<file path="src/rtl/pit_pkg.sv">
package pit_pkg;

    localparam int PIT_CNT_W = 16;

    typedef enum logic [2:0] {
        M_TERM     = 3'd0,
        M_ONESHOT  = 3'd1,
        M_RATE     = 3'd2,
        M_SQUARE   = 3'd3,
        M_SWSTROBE = 3'd4,
        M_HWSTROBE = 3'd5
    } pit_mode_e;

    localparam logic [2:0] PIT_RESET_MODE = 3'd3;

    typedef struct packed {
        logic       cnt_lat;
        logic       st_lat;
        logic       rd_hi;
        logic [7:0] st_byte;
    } rb_state_t;

    // Codes 6 and 7 fold onto the periodic modes.
    function automatic pit_mode_e norm_mode(input logic [2:0] m);
        case (m)
            3'd6:    return M_RATE;
            3'd7:    return M_SQUARE;
            default: return pit_mode_e'(m);
        endcase
    endfunction

    function automatic logic is_periodic(input pit_mode_e m);
        return (m == M_RATE) || (m == M_SQUARE);
    endfunction

    function automatic logic is_retrig(input pit_mode_e m);
        return (m == M_ONESHOT) || (m == M_HWSTROBE);
    endfunction

    function automatic logic [7:0] pack_status(input logic o, input logic g,
                                               input logic [2:0] m);
        return {o, g, 3'b000, m};
    endfunction

endpackage

</file>
<file path="src/rtl/pit_elapsed.sv">
module pit_elapsed
    import pit_pkg::*;
#(
    parameter int CNT_W    = PIT_CNT_W,
    parameter int CHAN_IDX = 0,
    localparam int ELAP_W  = CNT_W + 1
) (
    input  logic              clk,
    input  logic              rst,
    input  logic              tick_en,
    input  logic              gate_in,
    input  logic              load_wr,
    input  logic [CNT_W-1:0]  load_val,
    input  logic              mode_wr,
    input  logic [2:0]        mode_val,
    output logic [2:0]        mode_raw,
    output pit_mode_e         mode_eff,
    output logic [CNT_W-1:0]  cnt_q,
    output logic [ELAP_W-1:0] eff_cnt,
    output logic [ELAP_W-1:0] elap,
    output logic              started,
    output logic              gate_q
);

    localparam logic GATE_RST = (CHAN_IDX != 2);
    localparam logic [ELAP_W-1:0] FULL_CNT = ELAP_W'(1) << CNT_W;

    logic gate_rise;
    logic restart;
    logic advance;
    logic [ELAP_W-1:0] elap_nxt;

    assign mode_eff  = norm_mode(mode_raw);
    assign eff_cnt   = (cnt_q == '0) ? FULL_CNT : {1'b0, cnt_q};
    assign gate_rise = gate_in && !gate_q;
    assign restart   = mode_wr || load_wr || (is_retrig(mode_eff) && gate_rise);
    assign advance   = tick_en && (!is_periodic(mode_eff) || gate_in);

    always_comb begin
        if (is_periodic(mode_eff)) begin
            elap_nxt = (elap == eff_cnt - ELAP_W'(1)) ? '0 : elap + ELAP_W'(1);
        end else if (elap <= eff_cnt) begin
            elap_nxt = elap + ELAP_W'(1);
        end else begin
            elap_nxt = elap;
        end
    end

    always_ff @(posedge clk) begin
        if (rst) begin
            mode_raw <= PIT_RESET_MODE;
            cnt_q    <= '0;
            elap     <= '0;
            started  <= 1'b0;
            gate_q   <= GATE_RST;
        end else begin
            gate_q <= gate_in;
            if (mode_wr) begin
                mode_raw <= mode_val;
            end
            if (load_wr) begin
                cnt_q <= load_val;
            end
            if (restart) begin
                elap    <= '0;
                started <= 1'b0;
            end else if (advance) begin
                elap    <= elap_nxt;
                started <= 1'b1;
            end
        end
    end

endmodule

</file>
<file path="src/rtl/pit_wave.sv">
module pit_wave
    import pit_pkg::*;
#(
    parameter int CNT_W   = PIT_CNT_W,
    localparam int ELAP_W = CNT_W + 1
) (
    input  pit_mode_e         mode_eff,
    input  logic [ELAP_W-1:0] eff_cnt,
    input  logic [ELAP_W-1:0] elap,
    input  logic              started,
    output logic              out_w,
    output logic              nxt_vld,
    output logic [ELAP_W-1:0] nxt_ticks,
    output logic [ELAP_W-1:0] remaining
);

    logic [ELAP_W-1:0] half;
    logic [ELAP_W-1:0] to_cnt;
    logic              below;
    logic              unit_cnt;
    logic              vld_raw;
    logic [ELAP_W-1:0] nxt_raw;

    assign half     = (eff_cnt + ELAP_W'(1)) >> 1;
    assign to_cnt   = eff_cnt - elap;
    assign below    = elap < eff_cnt;
    assign unit_cnt = (eff_cnt == ELAP_W'(1));

    always_comb begin
        out_w   = 1'b0;
        vld_raw = 1'b0;
        nxt_raw = '0;
        case (mode_eff)
            M_TERM: begin
                out_w   = !below;
                vld_raw = below;
                nxt_raw = to_cnt;
            end
            M_ONESHOT: begin
                out_w   = below;
                vld_raw = below;
                nxt_raw = to_cnt;
            end
            M_RATE: begin
                out_w   = started && (elap == '0);
                vld_raw = !unit_cnt || !started;
                nxt_raw = out_w ? ELAP_W'(1) : to_cnt;
                if (unit_cnt) begin
                    nxt_raw = ELAP_W'(1);
                end
            end
            M_SQUARE: begin
                out_w   = elap < half;
                vld_raw = !unit_cnt;
                nxt_raw = out_w ? (half - elap) : to_cnt;
            end
            default: begin
                out_w   = (elap == eff_cnt);
                vld_raw = (elap <= eff_cnt);
                nxt_raw = below ? to_cnt : ELAP_W'(1);
            end
        endcase
    end

    assign nxt_vld   = vld_raw;
    assign nxt_ticks = vld_raw ? nxt_raw : '0;
    assign remaining = (is_periodic(mode_eff) || below) ? to_cnt : '0;

endmodule

</file>
<file path="src/rtl/pit_readback.sv">
module pit_readback
    import pit_pkg::*;
#(
    parameter int CNT_W   = PIT_CNT_W,
    localparam int ELAP_W = CNT_W + 1
) (
    input  logic              clk,
    input  logic              rst,
    input  logic              latch_cnt,
    input  logic              latch_st,
    input  logic              rd_req,
    input  logic              seq_clr,
    input  logic [ELAP_W-1:0] remaining,
    input  logic [7:0]        status_live,
    output logic [7:0]        rd_data
);

    rb_state_t        st;
    logic [CNT_W-1:0] held;
    logic [CNT_W-1:0] live;
    logic [CNT_W-1:0] src;

    // A full-range remaining count wraps to zero in the 16-bit view.
    assign live = remaining[CNT_W] ? '0 : remaining[CNT_W-1:0];
    assign src  = st.cnt_lat ? held : live;

    always_ff @(posedge clk) begin
        if (rst) begin
            st      <= '0;
            held    <= '0;
            rd_data <= '0;
        end else begin
            if (latch_cnt && !st.cnt_lat) begin
                held       <= live;
                st.cnt_lat <= 1'b1;
            end
            if (latch_st && !st.st_lat) begin
                st.st_byte <= status_live;
                st.st_lat  <= 1'b1;
            end
            if (rd_req) begin
                if (st.st_lat) begin
                    rd_data   <= st.st_byte;
                    st.st_lat <= 1'b0;
                end else begin
                    rd_data  <= st.rd_hi ? src[15:8] : src[7:0];
                    st.rd_hi <= !st.rd_hi;
                    if (st.cnt_lat && st.rd_hi) begin
                        st.cnt_lat <= 1'b0;
                    end
                end
            end
            if (seq_clr) begin
                st.rd_hi <= 1'b0;
            end
        end
    end

endmodule

</file>
<file path="src/rtl/pit_channel.sv">
module pit_channel
    import pit_pkg::*;
#(
    parameter int CNT_W    = PIT_CNT_W,
    parameter int CHAN_IDX = 0,
    localparam int ELAP_W  = CNT_W + 1
) (
    input  logic              clk,
    input  logic              rst,
    input  logic              tick_en,
    input  logic              gate_in,
    input  logic              load_wr,
    input  logic [CNT_W-1:0]  load_val,
    input  logic              mode_wr,
    input  logic [2:0]        mode_val,
    input  logic              latch_cnt,
    input  logic              latch_st,
    input  logic              rd_req,
    output logic [7:0]        rd_data,
    output logic              out_pin,
    output logic              nxt_vld,
    output logic [ELAP_W-1:0] nxt_ticks
);

    logic [2:0]        mode_raw;
    pit_mode_e         mode_eff;
    logic [CNT_W-1:0]  cnt_q;
    logic [ELAP_W-1:0] eff_cnt;
    logic [ELAP_W-1:0] elap;
    logic              started;
    logic              gate_q;
    logic [ELAP_W-1:0] remaining;
    logic [7:0]        status_live;

    pit_elapsed #(.CNT_W(CNT_W), .CHAN_IDX(CHAN_IDX)) elap_i (
        .clk      (clk),
        .rst      (rst),
        .tick_en  (tick_en),
        .gate_in  (gate_in),
        .load_wr  (load_wr),
        .load_val (load_val),
        .mode_wr  (mode_wr),
        .mode_val (mode_val),
        .mode_raw (mode_raw),
        .mode_eff (mode_eff),
        .cnt_q    (cnt_q),
        .eff_cnt  (eff_cnt),
        .elap     (elap),
        .started  (started),
        .gate_q   (gate_q)
    );

    pit_wave #(.CNT_W(CNT_W)) wave_i (
        .mode_eff  (mode_eff),
        .eff_cnt   (eff_cnt),
        .elap      (elap),
        .started   (started),
        .out_w     (out_pin),
        .nxt_vld   (nxt_vld),
        .nxt_ticks (nxt_ticks),
        .remaining (remaining)
    );

    assign status_live = pack_status(out_pin, gate_q, mode_raw);

    pit_readback #(.CNT_W(CNT_W)) rb_i (
        .clk         (clk),
        .rst         (rst),
        .latch_cnt   (latch_cnt),
        .latch_st    (latch_st),
        .rd_req      (rd_req),
        .seq_clr     (mode_wr),
        .remaining   (remaining),
        .status_live (status_live),
        .rd_data     (rd_data)
    );

endmodule

</file>
<file path="config.mk">
export PLATFORM = sky130hd
export DESIGN_NAME = pit_channel
export DESIGN_NICKNAME = d
export VERILOG_FILES = /design/src/rtl/pit_pkg.sv /design/src/rtl/pit_elapsed.sv /design/src/rtl/pit_wave.sv /design/src/rtl/pit_readback.sv /design/src/rtl/pit_channel.sv
export SDC_FILE = /design/constraint.sdc
export NUM_CORES = 1
export LEC_CHECK = 0
export BUFFER_PORTS_ARGS = -buffer_cell sky130_fd_sc_hd__buf_2
export CAP_MARGIN = 5
export CORE_MARGIN = 4
export CORE_UTILIZATION = 55
export CTS_BUF_LIST = sky130_fd_sc_hd__clkbuf_8 sky130_fd_sc_hd__clkbuf_16
export DETAILED_ROUTE_END_ITERATION = 12
export PLACE_DENSITY_LB_ADDON = 0.08
export SYNTH_ARGS = -nofsm -noshare
export SYNTH_HDL_FRONTEND = slang
export SYNTH_HIERARCHICAL = 1
export SYNTH_SLANG_ARGS = --single-unit
</file>
<file path="constraint.sdc">
create_clock -name clk -period 5.9 [get_ports clk]
set_input_delay 0.295 -clock clk [delete_from_list [all_inputs] [get_ports clk]]
set_output_delay 0.295 -clock clk [all_outputs]
set_load 0.01 [all_outputs]
</file>
-- Word level (Yosys, flattened, before mapping)
Cells that the tools add are included.
- register bits after elaboration: 70
- bits of input ports: 28
- output and inout port bits: 27
- word-level logic and storage cells: 85
- $add $sub $neg: 5
- magnitude comparators: 3
- equal/unequal tests: 9
- mux-type cells: 25
- bitwise operators: 1
- reduce and logical (&&, ||, !) cells: 31
- operator list (cell ; count):
    $mux 17 ; 10
    $pmux 17 s3 ; 1
    $add 17x1->17 const B ; 2
    $eq 17x17->1 ; 2
    $mux 16 ; 2
    $eq 17x1->1 const B ; 1
    $le 17x17->1 ; 1
    $logic_not 17->1 ; 1
    $lt 17x16->1 ; 1
    $lt 17x17->1 ; 1
    $sub 16x17->17 ; 1
    $sub 17x1->17 const B ; 1
    $sub 17x17->17 ; 1
    $logic_not 16->1 ; 1
    $mux 8 ; 2
    $eq 3x3->1 const B ; 3
    $logic_not 1->1 ; 8
    $logic_and 1x1->1 ; 7
    $logic_or 1x1->1 ; 7
    $eq 3x2->1 const B ; 2
    $mux 1 ; 6
    $pmux 3 s2 ; 1
    $reduce_or 2->1 ; 3
    $pmux 1 s4 ; 1
    other kinds (7) ; 8

-- Depth between registers and ports, before layout
- depth after elaboration: 10
- mapped depth: 22
- mapped depth without buffers: 21

-- By module
Netlist, hierarchy kept.
- modules (own cells, without submodules) (module ; times used ; cells each ; area each (um^2) ; sequential area each (um^2)):
    pit_wave ; 1 ; 388 ; 2626.3 ; 0.0
    pit_elapsed ; 1 ; 320 ; 2623.8 ; 760.7
    pit_readback ; 1 ; 197 ; 1685.4 ; 700.7
    pit_channel ; 1 ; 1 ; 3.8 ; 0.0

-- Least setup slack after synthesis
OpenSTA, ideal clock, no wires.
- path kind: reg2out
- start: register elap_i.cnt_q[5]
- end: output nxt_ticks[16]
- arrival: 4.082 ns
- required time: 5.605 ns
- slack: 1.523 ns
- stages on the path, launching flop included: 23
- path buffers: 4
- path through: dfxtp_1 -> buf_6 -> or4_4 -> nor2_1 -> nand3_1 -> inv_1 -> nor2_1 -> ha_1 -> and2_1 -> clkbuf_1 -> nand3_1 -> xnor2_1 -> ha_1 -> o21ai_1 -> and2_1 -> o31ai_1 -> nand4_1 -> a31oi_2 -> and2_1 -> buf_4 -> buf_6 -> o311ai_1 -> a21oi_1
- word-level cells in the longest chain between the ends: 7
- elaborated cells on any way between the ends: 18
- those cells by class: add/sub (3); order compare (3); eq/ne (1); mux (8); reduce/logical (3)
- ends and longest elaborated chain (item ; RTL line ; text):
    from (decl) ; pit_elapsed.sv:18 ; output logic [CNT_W-1:0] cnt_q,
    from (signal assigned) ; pit_elapsed.sv:62 ; cnt_q <= load_val;
    $logic_not 16->1 (*) ; pit_elapsed.sv:34 ; assign eff_cnt = (cnt_q == '0) ? FULL_CNT : {1'b0, cnt_q};
    $mux 17 (*) ; pit_elapsed.sv:34 ;
    via eff_cnt[16] ; pit_channel.sv:28 ; logic [ELAP_W-1:0] eff_cnt;
    $add 17x1->17, or another cell as far along ; pit_wave.sv:24 ; assign half = (eff_cnt + ELAP_W'(1)) >> 1;
    $sub 16x17->17, or another cell as far along ; pit_wave.sv:55 ; nxt_raw = out_w ? (half - elap) : to_cnt;
    $mux 17, or another cell as far along ; pit_wave.sv:55 ;
    $pmux 17 s3 / $pmux 1 s3 (equally long branches) ; pit_wave.sv:33 ; case (mode_eff)
    $mux 17 (*) ; pit_wave.sv:66 ; assign nxt_ticks = vld_raw ? nxt_raw : '0;
    to (decl) ; pit_channel.sv:22 ; output logic [ELAP_W-1:0] nxt_ticks
The timed path passes the listed nets; every way through them passes the cells marked *.

-- Worst setup path after layout
- start: register elap_i.cnt_q[5]
- end: output nxt_ticks[0]
- word-level cells in the longest chain between the ends: 7
- elaborated cells on any way between the ends: 18
- those cells by class: add/sub (3); order compare (3); eq/ne (1); mux (8); reduce/logical (3)
- ends and longest elaborated chain (item ; RTL line):
    $logic_not 16->1 (*) ; pit_elapsed.sv:34
    $mux 17 (*) ; pit_elapsed.sv:34
    via eff_cnt[16] ; pit_channel.sv:28
    $add 17x1->17 / $eq 17x1->1 (equally long branches) ; pit_wave.sv:24, pit_wave.sv:27
    $lt 17x16->1 / $logic_not 1->1 (equally long branches) ; pit_wave.sv:53, pit_wave.sv:46, pit_wave.sv:54
    $mux 17 / $logic_or 1x1->1 (equally long branches) ; pit_wave.sv:55, pit_wave.sv:46
    $pmux 17 s3 / $pmux 1 s3 (equally long branches) ; pit_wave.sv:33
    $mux 17 (*) ; pit_wave.sv:66
Marks and branches as above.

==> results.md <==
- The run finished with clean final reports.
- On the final layout, the worst clock skew is 0.0140 ns.
- The count of nets left with antenna violations once routing finished came out at 0.
- The TritonCTS sink count is 73.
- For the worst setup path, the data required time is 5.61 ns.
- STA classifies the critical path startpoint as a flip-flop.
- The congestion estimate from routability-driven global placement came to 0.979.
- Row generation in the floorplan step produced 40 rows.
- The worst-path cell with the longest stage delay is or4_4.
- The total vias in the final route is 6923.
- The leakage power total is 3.05 nW.
- The kind of end point of the critical path is an output port.
- The number of warnings printed during yosys synthesis is 6.
- Counting the buffers created by CTS gives 9.
- Entering global routing, the biggest net connects 64 pins.
- The average footprint of a synthesized cell is 7.66 um2.
- The area inside the core boundary is 12200 um2.
- Summed over all nets, the half-perimeter wirelength after detailed placement is 16.6 mm.
- In this run the vertical extent of the chip is 120 um.
- The length of the first detailed-routing pass in iterations is 5.
- CTS built an H-tree with a depth of 3.
- For this configuration, the core starts out at a cell density of 57.1%.
- The depth of the worst register-to-register path is 18.
- The maximum ir drop on the vdd rail is 208 uV.
- The worst pin sits at a relative slew slack of 21.8%.
- After clock tree synthesis, the clock-pin slew on the worst setup and hold paths is 0.06 ns.
- The cell depth of the worst hold path is 3.
- The top cell types in the final layout, fill and taps aside, are nand2_1 (82), nor2_1 (79), dfxtp_1 (73), a21oi_1 (69).
- The worst hold path belongs to the class in -> reg.
- 55 I/O pins were placed.
- TritonCTS built the clock tree.
- The number of global-route vias before repair is 6352.
- The transition time at the pin with the least slew margin is 1.17 ns.
- The width of the die is 120 um.
- Input and output buffers added on the ports amount to 54.
- The post-detailed-routing wire length is 21.2 mm.
- The count of endpoints failing setup in the final report is 0.
- At the worst endpoint, the arrival time is 5.14 ns.
- The number of antenna violations at the first check in global routing is 0.
- The share of flip-flops with an asynchronous set or reset after synthesis is 0%.
- The first routing iteration left 652 violations.
- The via density per instance is 6.26.
- The number of synthesized flops with an enable pin is 0.
- The number of different library cells in the post-synthesis netlist is 80.
- The total count of hold-check failures in the final report was 0.
- In the routed design, unresolved DRC markers number 0.
- The number of standard cells after synthesis is 906.
- The portion of the clock cycle consumed by the worst path in the final layout is 92.1%.
- Max-cap violations in this run came to 0.
- The synthesized design contains 73 register bits.
- The average detailed-routed wire length per instance is 19.2 um.
- The maximum clock rate is 184 MHz.
- The clock passes through at most 2 buffers.
- The aggregate global-route resource usage is 28.8%.
- The detailed-routed wire length on met2 is 9.35 mm.
- For this block, wires on met1 add up to 9.84 mm.
- The first-pass GRT wire length is 33.2 mm.
- Post-CTS timing repair inserted 0 buffers for setup.
- The critical path is of the reg -> out type.
- At the later pin of the worst-skew pair, clock insertion delay measures 0.35 ns.
- The synthesized area is 6940 um2.
- The sequential share of the synthesized area is 21.1%.
- Traced cell by cell, the critical path runs through or4_4 > nor2_1 > nand3_1 > inv_1 > nor2_1 > ha_1 > and2_1 > nand3_1 > xnor2_1 > ha_1 > o21ai_1 > and2_1 > o31ai_1 > nand4_1 > a31oi_2 > and2_2 > nor2_1 > o31a_1 > buf_2.
- The total overflow left after global routing is 0.
- The cell type with the highest occurrence count on the critical path is nor2_1.
- The number of nets in the layout is 1017.
- Setup repair after global routing left no endpoint under its margin.
- The most common cell after layout, fill and taps aside is nand2_1.
- The top routing layer in use is met4.
- The maximum fanout along the worst path is 15.
- The fraction of final layout cells sized beyond drive strength 1 is 12.9%.
- In the synthesized netlist the dominant register cell turns out to be dfxtp_1.
- The die covers 14500 um2.
- The power density over the cells is 236 nW/um2.
- In this run the clock root is driven by a clkbuf_16.
- Summing internal, switching and leakage power gives 1.78 mW.
- The area growth from synthesis to layout is 8.73%.
- The final total negative setup slack is 0 ns.
- The final-report max-slew violation count is 0.
- The routed design uses 1.36 mm of met3 wire.
- The number of hold buffers added after CTS is 0.
- Subtracting the final worst setup slack from the clock period gives 5.44 ns.
- The peak per-stage delay on the critical path is 0.62 ns.
-- metrics by stage --
| step | worst slack (ns) | instance area, um2 | std cells | util [%] | hold slack (ns) |
|---|---|---|---|---|---|
| after floorplan | 1.52 | 6950 | 908 | - | 0.372 |
| after global placement | 1.02 | 7240 | 1089 | 59.6 | 0.441 |
| after detailed placement | 0.801 | 7240 | 1089 | 59.6 | 0.447 |
| after CTS | 0.434 | 7540 | 1105 | 62.0 | 0.169 |
| after global routing | 0.149 | 7540 | 1105 | 62.0 | 0.195 |
| final | 0.465 | 7540 | 1106 | 62.0 | 0.175 |
-- worst max-delay path: cells and delay by family (launching register included) --
| family | cells | cell delay [ns] |
|---|---|---|
| adders and majority gates | 2 | 0.63 |
| DFF | 1 | 0.46 |
| AOI/OAI and AO/OA | 4 | 0.98 |
| xor gates and xnor gates | 1 | 0.08 |
| buffers and inverters | 2 | 0.39 |
| and+or+nand+nor | 10 | 2.26 |
-- Yosys cell counts, types with 7 or more instances --
cell	instances	share of area [%]
nand2_1	82	4.4
nor2_1	79	4.3
dfxtp_1	73	21
a21oi_1	69	5.0
ha_1	55	9.9
inv_1	54	2.9
xnor2_1	42	5.3
clkbuf_1	33	1.8
xor2_1	32	4.0
o21ai_0	31	2.2
nor2b_1	25	2.3
nand3_1	24	1.7
a211oi_1	22	2.4
mux2i_1	20	2.9
nand4_1	19	1.7
nand3b_1	16	1.7
nor3_1	16	1.2
nor3b_1	16	1.7
nand2b_1	15	1.4
o21a_1	13	1.4
a21o_1	11	1.2
nor4_1	10	0.90
or3b_2	9	1.1
a22oi_1	8	0.87
and4_1	8	1.0
buf_2	8	0.58
or2_2	8	0.72
a31oi_1	7	0.63
and3_1	7	0.63
o41ai_1	7	0.88
-- flip-flops by register name, summed over array words and instances (netlist names) --
name and flops:
elap_i/cnt_q 16, elap_i/elap 17, elap_i/gate_q 1, rb_i/st 11, elap_i/mode_raw 3, elap_i/started 1, rb_i/held 16, rb_i/rd_data 8
-- power by group --
group,leakage (nW),switching [mW],internal [mW],total [mW]
Combinational,2.30,0.405,0.272,0.677
Clock,0.147,0.226,0.327,0.553
Sequential,0.597,0.0279,0.520,0.548
Total,3.05,0.658,1.12,1.78
-- repair_timing --
action / 4_1_cts / 5_1_grt
endpoints found under the hold margin: 0 / 0
setup endpoints to repair: 0 / 3
gates resized for setup: 0 / 1
-- per-layer routing --
metal	global-route usage (%)	up-vias
li1	-	3284
met1	40.2	3303
met2	44.9	298
met3	3.60	38
met4	11.9	0
met5	0	-
-- worst paths after layout --
path	start	to	slack (ns)
max	elap_i/cnt_q[5]	nxt_ticks[0]	0.46
min	mode_val[0]	elap_i/mode_raw[0]	0.17
max reg2reg	elap_i/cnt_q[5]	rb_i/rd_data[0]	0.72
min reg2reg	rb_i/held[8]	rb_i/held[8]	0.46
-- cells by family (layout without fill, tap and decap cells) --
kind of cell	count (synthesis)	after routing	synth area share (%)
AO/OA/AOI/OAI	213	213	21.2
XOR/XNOR	74	74	9.34
adder cells (fa/ha/maj)	57	57	10.5
buffers and inverters	107	136	6.87
flip-flops	73	73	21.1
multiplexers	20	20	2.88
other	1	4	0.0540
AND/OR/NAND/NOR	361	361	28.1
-- layout make-up --
cell class,instances,area [um2]
multi-input combinational,728,5010
tap,168,210
timing repair buffer,66,360
clock inverter,7,72.6
antenna,1,2.50
sequential,73,1460
fill,1084,4620
inverter,54,203
clock buffer,9,225
No activity file was read; power rests on OpenSTA's default activity.
